## config.mk

```make
export PLATFORM = sky130hd
export DESIGN_NAME = skip_ctrl
export DESIGN_NICKNAME = d
export VERILOG_FILES = /design/src/rtl/skip_pkg.sv /design/src/rtl/skip_cond_eval.sv /design/src/rtl/skip_seq.sv /design/src/rtl/skip_ctrl.sv
export SDC_FILE = /design/constraint.sdc
export NUM_CORES = 1
export LEC_CHECK = 0
export CORE_AREA = 2 2 39 41
export CTS_CLUSTER_DIAMETER = 30
export CTS_CLUSTER_SIZE = 25
export DETAILED_ROUTE_END_ITERATION = 16
export DIE_AREA = 0 0 41 43
export DONT_BUFFER_PORTS = 1
export SKIP_CTS_REPAIR_TIMING = 1
export SYNTH_ARGS = -nofsm -noshare
export SYNTH_HDL_FRONTEND = slang
export SYNTH_SLANG_ARGS = --single-unit
```

## constraint.sdc

```tcl
create_clock -name clk -period 2.93 [get_ports clk]
set_input_delay 0.4395 -clock clk [delete_from_list [all_inputs] [get_ports clk]]
set_output_delay 0.4395 -clock clk [all_outputs]
set_load 0.05 [all_outputs]
```

## src/rtl/skip_pkg.sv

```systemverilog
package skip_pkg;
  typedef enum logic [1:0] {
    CLS_PLAIN = 2'd0,
    CLS_CMPNE = 2'd1,
    CLS_BTEST = 2'd2,
    CLS_RETSK = 2'd3
  } ins_class_e;
endpackage

```

## src/rtl/skip_cond_eval.sv

```systemverilog
module skip_cond_eval
  import skip_pkg::*;
#(
  parameter int DATA_W = 8,
  parameter int NIB_W  = 4
) (
  input  ins_class_e          cls,
  input  logic [DATA_W-1:0]   opa,
  input  logic [DATA_W-1:0]   opb,
  input  logic [NIB_W-1:0]    bnib,
  input  logic [NIB_W-1:0]    imm,
  output logic                want_skip
);
  logic ne_hit;
  logic nib_hit;

  assign ne_hit  = |(opa ^ opb);
  assign nib_hit = (bnib == imm);

  always_comb begin
    unique case (cls)
      CLS_CMPNE: want_skip = ne_hit;
      CLS_BTEST: want_skip = nib_hit;
      CLS_RETSK: want_skip = 1'b1;
      default:   want_skip = 1'b0;
    endcase
  end
endmodule

```

## src/rtl/skip_seq.sv

```systemverilog
module skip_seq (
  input  logic clk,
  input  logic rst_n,
  input  logic fire,
  input  logic is_prefix,
  input  logic want_skip,
  output logic squash
);
  logic arm_q;
  logic pair_q;
  logic arm_d;
  logic pair_d;

  assign squash = arm_q | pair_q;

  always_comb begin
    arm_d  = arm_q;
    pair_d = pair_q;
    if (fire) begin
      if (squash) begin
        arm_d  = 1'b0;
        pair_d = arm_q & is_prefix;
      end else begin
        arm_d  = want_skip & ~is_prefix;
        pair_d = 1'b0;
      end
    end
  end

  always_ff @(posedge clk) begin
    if (!rst_n) begin
      arm_q  <= 1'b0;
      pair_q <= 1'b0;
    end else begin
      arm_q  <= arm_d;
      pair_q <= pair_d;
    end
  end

  assert_pair_R5: assert property (@(posedge clk) disable iff (!rst_n)
    (fire && squash && is_prefix && !pair_q) |=> squash);

  assert_no_chain_R6: assert property (@(posedge clk) disable iff (!rst_n)
    (fire && squash && !is_prefix) |=> !squash);

  assert_prefix_quiet_R7: assert property (@(posedge clk) disable iff (!rst_n)
    (fire && !squash && is_prefix) |=> !squash);

  assert_hold_R8: assert property (@(posedge clk) disable iff (!rst_n)
    !fire |=> $stable(squash));
endmodule

```

## src/rtl/skip_ctrl.sv

```systemverilog
module skip_ctrl
  import skip_pkg::*;
#(
  parameter int DATA_W = 8,
  parameter int NIB_W  = 4
) (
  input  logic              clk,
  input  logic              rst_n,
  input  logic              in_valid,
  output logic              in_ready,
  input  logic [1:0]        in_class,
  input  logic [DATA_W-1:0] in_opa,
  input  logic [DATA_W-1:0] in_opb,
  input  logic [NIB_W-1:0]  in_bnib,
  input  logic [NIB_W-1:0]  in_imm,
  input  logic              in_prefix,
  output logic              out_valid,
  input  logic              out_ready,
  output logic              out_squash
);
  ins_class_e cls;
  logic       want_skip;
  logic       fire;

  assign cls       = ins_class_e'(in_class);
  assign in_ready  = out_ready;
  assign out_valid = in_valid;
  assign fire      = in_valid & out_ready;

  skip_cond_eval #(.DATA_W(DATA_W), .NIB_W(NIB_W)) u_eval (
    .cls      (cls),
    .opa      (in_opa),
    .opb      (in_opb),
    .bnib     (in_bnib),
    .imm      (in_imm),
    .want_skip(want_skip)
  );

  skip_seq u_seq (
    .clk      (clk),
    .rst_n    (rst_n),
    .fire     (fire),
    .is_prefix(in_prefix),
    .want_skip(want_skip),
    .squash   (out_squash)
  );

  assert_cmpne_R1: assert property (@(posedge clk) disable iff (!rst_n)
    (fire && !out_squash && !in_prefix && cls == CLS_CMPNE) |=>
      (out_squash == $past(in_opa != in_opb)));

  assert_btest_R2: assert property (@(posedge clk) disable iff (!rst_n)
    (fire && !out_squash && !in_prefix && cls == CLS_BTEST) |=>
      (out_squash == $past(in_bnib == in_imm)));

  assert_retsk_R3: assert property (@(posedge clk) disable iff (!rst_n)
    (fire && !out_squash && !in_prefix && cls == CLS_RETSK) |=> out_squash);

  assert_plain_R4: assert property (@(posedge clk) disable iff (!rst_n)
    (fire && !out_squash && cls == CLS_PLAIN) |=> !out_squash);

  assert_reset_R9: assert property (@(posedge clk)
    !rst_n |=> !out_squash);
endmodule

```

; Word level (Yosys, flattened, before mapping)
; Index checks and enable logic that the tools add are counted.
[totals]
output_inout_bits = 3
register_bits = 2
elab_cells = 16
[classes]
reduce_logical = 1
eq_ne = 4
n_bitwise = 6
muxes = 3
[op_table]
columns = operator, n
row1 = $reduce_or A8 Y1, 1
row2 = $xor A8 B8 Y8, 1
row3 = $eq A2 B2 Y1 const B, 2
row4 = $eq A4 B4 Y1, 1
row5 = $and A1 B1 Y1, 3
row6 = $pmux W1 S3, 1
row7 = $eq A2 B1 Y1 const B, 1
row8 = $mux W1, 2
row9 = $not A1 Y1, 1
row10 = $or A1 B1 Y1, 1

; Logic depth before layout (Yosys ltp)
[depth]
ltp_word = 5
ltp_mapped = 4
ltp_nobuf = 4

; Cells and area by module
; A second synthesis with hierarchy kept.
[unflattened]
cells_unflattened = 30
area_unflattened_um2 = 264.0
[by_module_without_submodules]
columns = mod, cells_each, area_each_um2, instances
row1 = skip_cond_eval, 18, 150.1, 1
row2 = skip_seq, 9, 92.6, 1
row3 = skip_ctrl, 3, 21.3, 1

; Worst setup path before layout
; OpenSTA, ideal clock, no wires.
[synth_path]
kind = input to register
start = input port in_imm[0]
end = register u_seq.arm_q
setup_ps = 101
t_arrival_ps = 1091
t_required_ps = 2829
cell_stages = 4
path_slack_ps = 1738
path_buffers = 0
path_cell_list = xor2_1 nor3_2 a31oi_1 o41ai_1
[synth_via]
elab_chain_len = 4
[synth_rtl]
columns = item, line_no
row1 = start: declaration, skip_ctrl.sv:15  ; input logic [NIB_W-1:0] in_imm,
row2 = $eq A4 B4 Y1, skip_cond_eval.sv:18  ; assign nib_hit = (bnib == imm);
row3 = $pmux W1 S3, skip_cond_eval.sv:21  ; unique case (cls)
row4 = $and A1 B1 Y1, skip_seq.sv:24  ; arm_d = want_skip & ~is_prefix;
row5 = $mux W1, skip_seq.sv:20  ; if (squash) begin
row6 = end signal: assignment, skip_seq.sv:35  ; arm_q <= arm_d;
row7 = end: declaration, skip_seq.sv:9  ; logic arm_q;
; Every way passes these cells.
; A chain may end at the register's enable or synchronous reset.

; Final worst setup path
[layout_path]
start = register u_seq.pair_q
end = output port out_squash
[layout_via]
elab_chain_len = 1
[layout_rtl]
columns = item, line_no
row1 = start: declaration, skip_seq.sv:10  ; logic pair_q;
row2 = start signal: assignment, skip_seq.sv:36  ; pair_q <= pair_d;
row3 = $or A1 B1 Y1, skip_seq.sv:14  ; assign squash = arm_q | pair_q;
row4 = end: declaration, skip_ctrl.sv:19  ; output logic out_squash
; Every way passes these cells.

==> results.py <==
metrics = {
    "outcome": {
        "status": "finished, final reports clean",
    },
    "finish": {
        "flow.area_growth_from_synthesis_pct": 11.28,
        "most_used_cells_in_the_layout_excluding_fill_and_tap_cells": "xnor2_1, xor2_1, clkbuf_4",
        "post_route_cells_drive_above_1_share_pct": 16.67,
        "fill_cells": 162,
        "most_common_cell_after_layout_fill_and_taps_aside": "xnor2_1",
        "finish.instance_area_um2": 271.5,
        "final_nets": 63,
        "antennaDiodeCount": 0,
        "fin_util_pct": 19.62,
    },
    "cts": {
        "worst_path_clk_slew_ns": 0.03,
        "clock_latency_of_the_later_clocked_register_in_the_worst_skew_pair_ns": 0.22,
        "cts-buffers-inserted": 3,
        "cts_tree": "yes",
        "cts_max_level": 1,
        "clockRootBuffer": "clkbuf_4",
        "clock_sink_count": 2,
        "max-clock-path-buffers": 2,
    },
    "timing": {
        "timing.max_slew.rel_slack_pct": 79.52,
        "fmaxAchievable_mhz": 719.1,
        "setup_viol": 0,
        "unrepaired_setup_endpoints_after_global_routing": "no",
        "final_hold_viol_count": 0,
        "timing.hold.ws_ns": 0.3766,
        "fin_crit_sh_pct": 47.46,
        "slew_violations": 0,
        "worstMarginPinSlew_ns": 0.3044,
        "totalNegativeSetupSlack_ns": 0,
        "timing.final.crit_period_ns": 1.391,
        "fin_worst_skew_ns": 0.0004355,
        "post-route-worst-setup-slack_ns": 1.539,
    },
    "route": {
        "drt_first_iter_violations": 2,
        "route.antenna.remaining_nets": 0,
        "vias": 226,
        "routed_via_density": 4.913,
        "route.detailed.drc": 0,
        "avg_wl_per_cell_um": 10.98,
        "drt_wl_total_um": 505,
        "detailedRoute.firstPassIterationCount": 2,
    },
    "logic_synthesis": {
        "synth_cells": 29,
        "synthesized_area_per_cell_um2": 8.413,
        "total_standard_cell_area_after_synthesis_um2": 244.0,
        "ys_ff_latch": 2,
        "post_synth_main_area_contributors": "xnor2_1, dfxtp_1, xor2_1",
        "ys.warnings.count": 0,
        "postSynthNetCount": 60,
        "synth_largest_area_cell": "xnor2_1",
        "post-synth-top-area-fraction_pct": 28.72,
        "unique_cell_type_count_in_the_yosys_netlist": 14,
        "synth_sequential_area_ratio_pct": 16.41,
    },
    "critical_path": {
        "timing.critical_path.buf_inv": 0,
        "r2r_path_start": "u_seq.pair_q",
        "reg2reg_to": "u_seq.arm_q",
        "worst_reg_to_reg_cells": 2,
        "crit_slowest_cell": "or2_2",
        "worstPathRequired_ns": 2.49,
        "cp_top_family": "simple AND/OR/NAND/NOR gates",
        "timing_worst_setup_path_type": "register to output port",
        "rrSetupSlack_ns": 1.72,
        "critical_path.max_stage_delay_ns": 0.43,
        "cp_cell_sequence": "or2_2",
        "critical_path_arrival_ns": 0.95,
        "element_type_at_the_critical_path_end": "output port",
        "startpoint_class_of_the_critical_path": "register",
        "critPathMaxFanout": 2,
    },
    "grt": {
        "gr-usage-met1_pct": 7.348,
        "top_usage_layer": "met2",
        "total_grt_overflow": 0,
        "wire_length_of_the_first_global_routing_pass_um": 738,
        "grt_pass1_vias": 215,
        "globalRouteTotalUtil_pct": 6.814,
        "antenna_found_initial": 0,
        "use_met2_pct": 8.125,
        "grtUsageMet3_pct": 3.665,
        "largest_net_degree_at_the_start_of_global_routing": 5,
    },
    "floorplanning": {
        "effective_utilization_at_floorplan_pct": 17.63,
        "die-height_um": 43,
        "die-area_um2": 1763,
        "die_w_um": 41,
        "placeableCoreArea_um2": 1384,
        "placement_rows": 14,
        "floorplan.io_pins": 34,
    },
    "pwr": {
        "sequentialPowerShare_pct": 25.8,
        "power.static_leakage_uw": 0.00008330,
        "power_frac_clock_pct": 54.5,
        "power.switching_fraction_pct": 21.57,
        "net-switching-power_uw": 23.63,
        "worst_ir_drop_vdd_mv": 0.06467,
        "power_report.internal_total_uw": 85.89,
        "gate_power_share_pct": 19.7,
        "power_density_nw_per_um2": 403.4,
    },
    "hold_path": {
        "worst_hold_startpoint": "rst_n",
        "timing.hold.worst_path_depth": 1,
        "min_delay_worst_endpoint": "u_seq.pair_q",
        "worst_hold_path_type": "input port to register",
    },
    "placed_design": {
        "placement.io_buffers": 0,
        "dpl_worst_slack_ns": 1.676,
        "dp_hpwl_um": 464,
        "placed_cell_area_um2": 249.0,
        "routabilityCongestion": 0.6525,
    },
    "flow_run": {
        "drv_cap": 0,
    },
}
-- power by group through the flow --
stage	registers [uW]	logic (uW)	clock network (uW)
4_1_cts	28.3	22.2	64.4
5_1_grt	28.3	24.8	68.9
6_report	28.3	21.5	59.7
2_1_floorplan	28.6	27.4	0
3_3_place_gp	28.7	21.8	0
3_5_place_dp	28.6	22.0	0
-- worst reg2reg max path, cell delays in order, from the launching register on --
cell	delay [ns]
dfxtp_1	0.30
or2_2	0.43
o41ai_1	0.37
-- registers in the layout, summed over array words and instances (netlist names) --
register,cells
u_seq.pair_q,1
u_seq.arm_q,1
-- final cells by class --
class / instances / area (um^2) / area share, %
multi-input combinational: 25 / 188.9 / 69.59
sequential: 2 / 40.04 / 14.75
clock buffer: 3 / 22.52 / 8.295
tap: 16 / 20.02 / 7.373
-- cell families (layout without fill, tap and decap cells) --
logic type	count (synthesis)	in the layout	share of synthesized area (%)
AOI/OAI and AO/OA	3	3	9.234
xor gates and xnor gates	12	12	43.08
buffers and inverters	2	3	6.152
DFF	2	2	16.41
and+or+nand+nor	10	10	25.13
-- metal layers --
metal | wire length [um] | share of wire [%] | up-vias
li1 | - | - | 105
met1 | 162 | 32 | 92
met2 | 231 | 46 | 29
met3 | 111 | 22 | 0
met4 | 0 | 0 | 0
met5 | 0 | 0 | -
-- worst max-delay path by stage --
stage             endpoint          from  depth (start not counted)
2_1_floorplan  u_seq.arm_q     in_imm[0]                          4
3_3_place_gp   u_seq.arm_q     in_imm[0]                          4
3_5_place_dp   u_seq.arm_q     in_imm[0]                          4
4_1_cts         out_squash  u_seq.pair_q                          1
5_1_grt         out_squash  u_seq.pair_q                          1
6_report        out_squash  u_seq.pair_q                          1
-- synthesized netlist by cell type --
cell type,number
dfxtp_1,2
a21boi_0,1
xnor2_1,8
nand2_1,2
nor4_1,1
xor2_1,4
o41ai_1,1
buf_4,2
nand4_1,2
or2_2,1
nor3_2,1
nand3_1,2
nand4b_1,1
a31oi_1,1
-- metrics by stage --
step / total power (uW) / cells
after CTS: 114.9 / 46
after global routing: 122.0 / 46
final: 109.5 / 46
after detailed placement: 50.65 / 43
after global placement: 50.44 / 43
after floorplan: 55.94 / 29
Note: power is estimated with default switching activity, not from simulation.
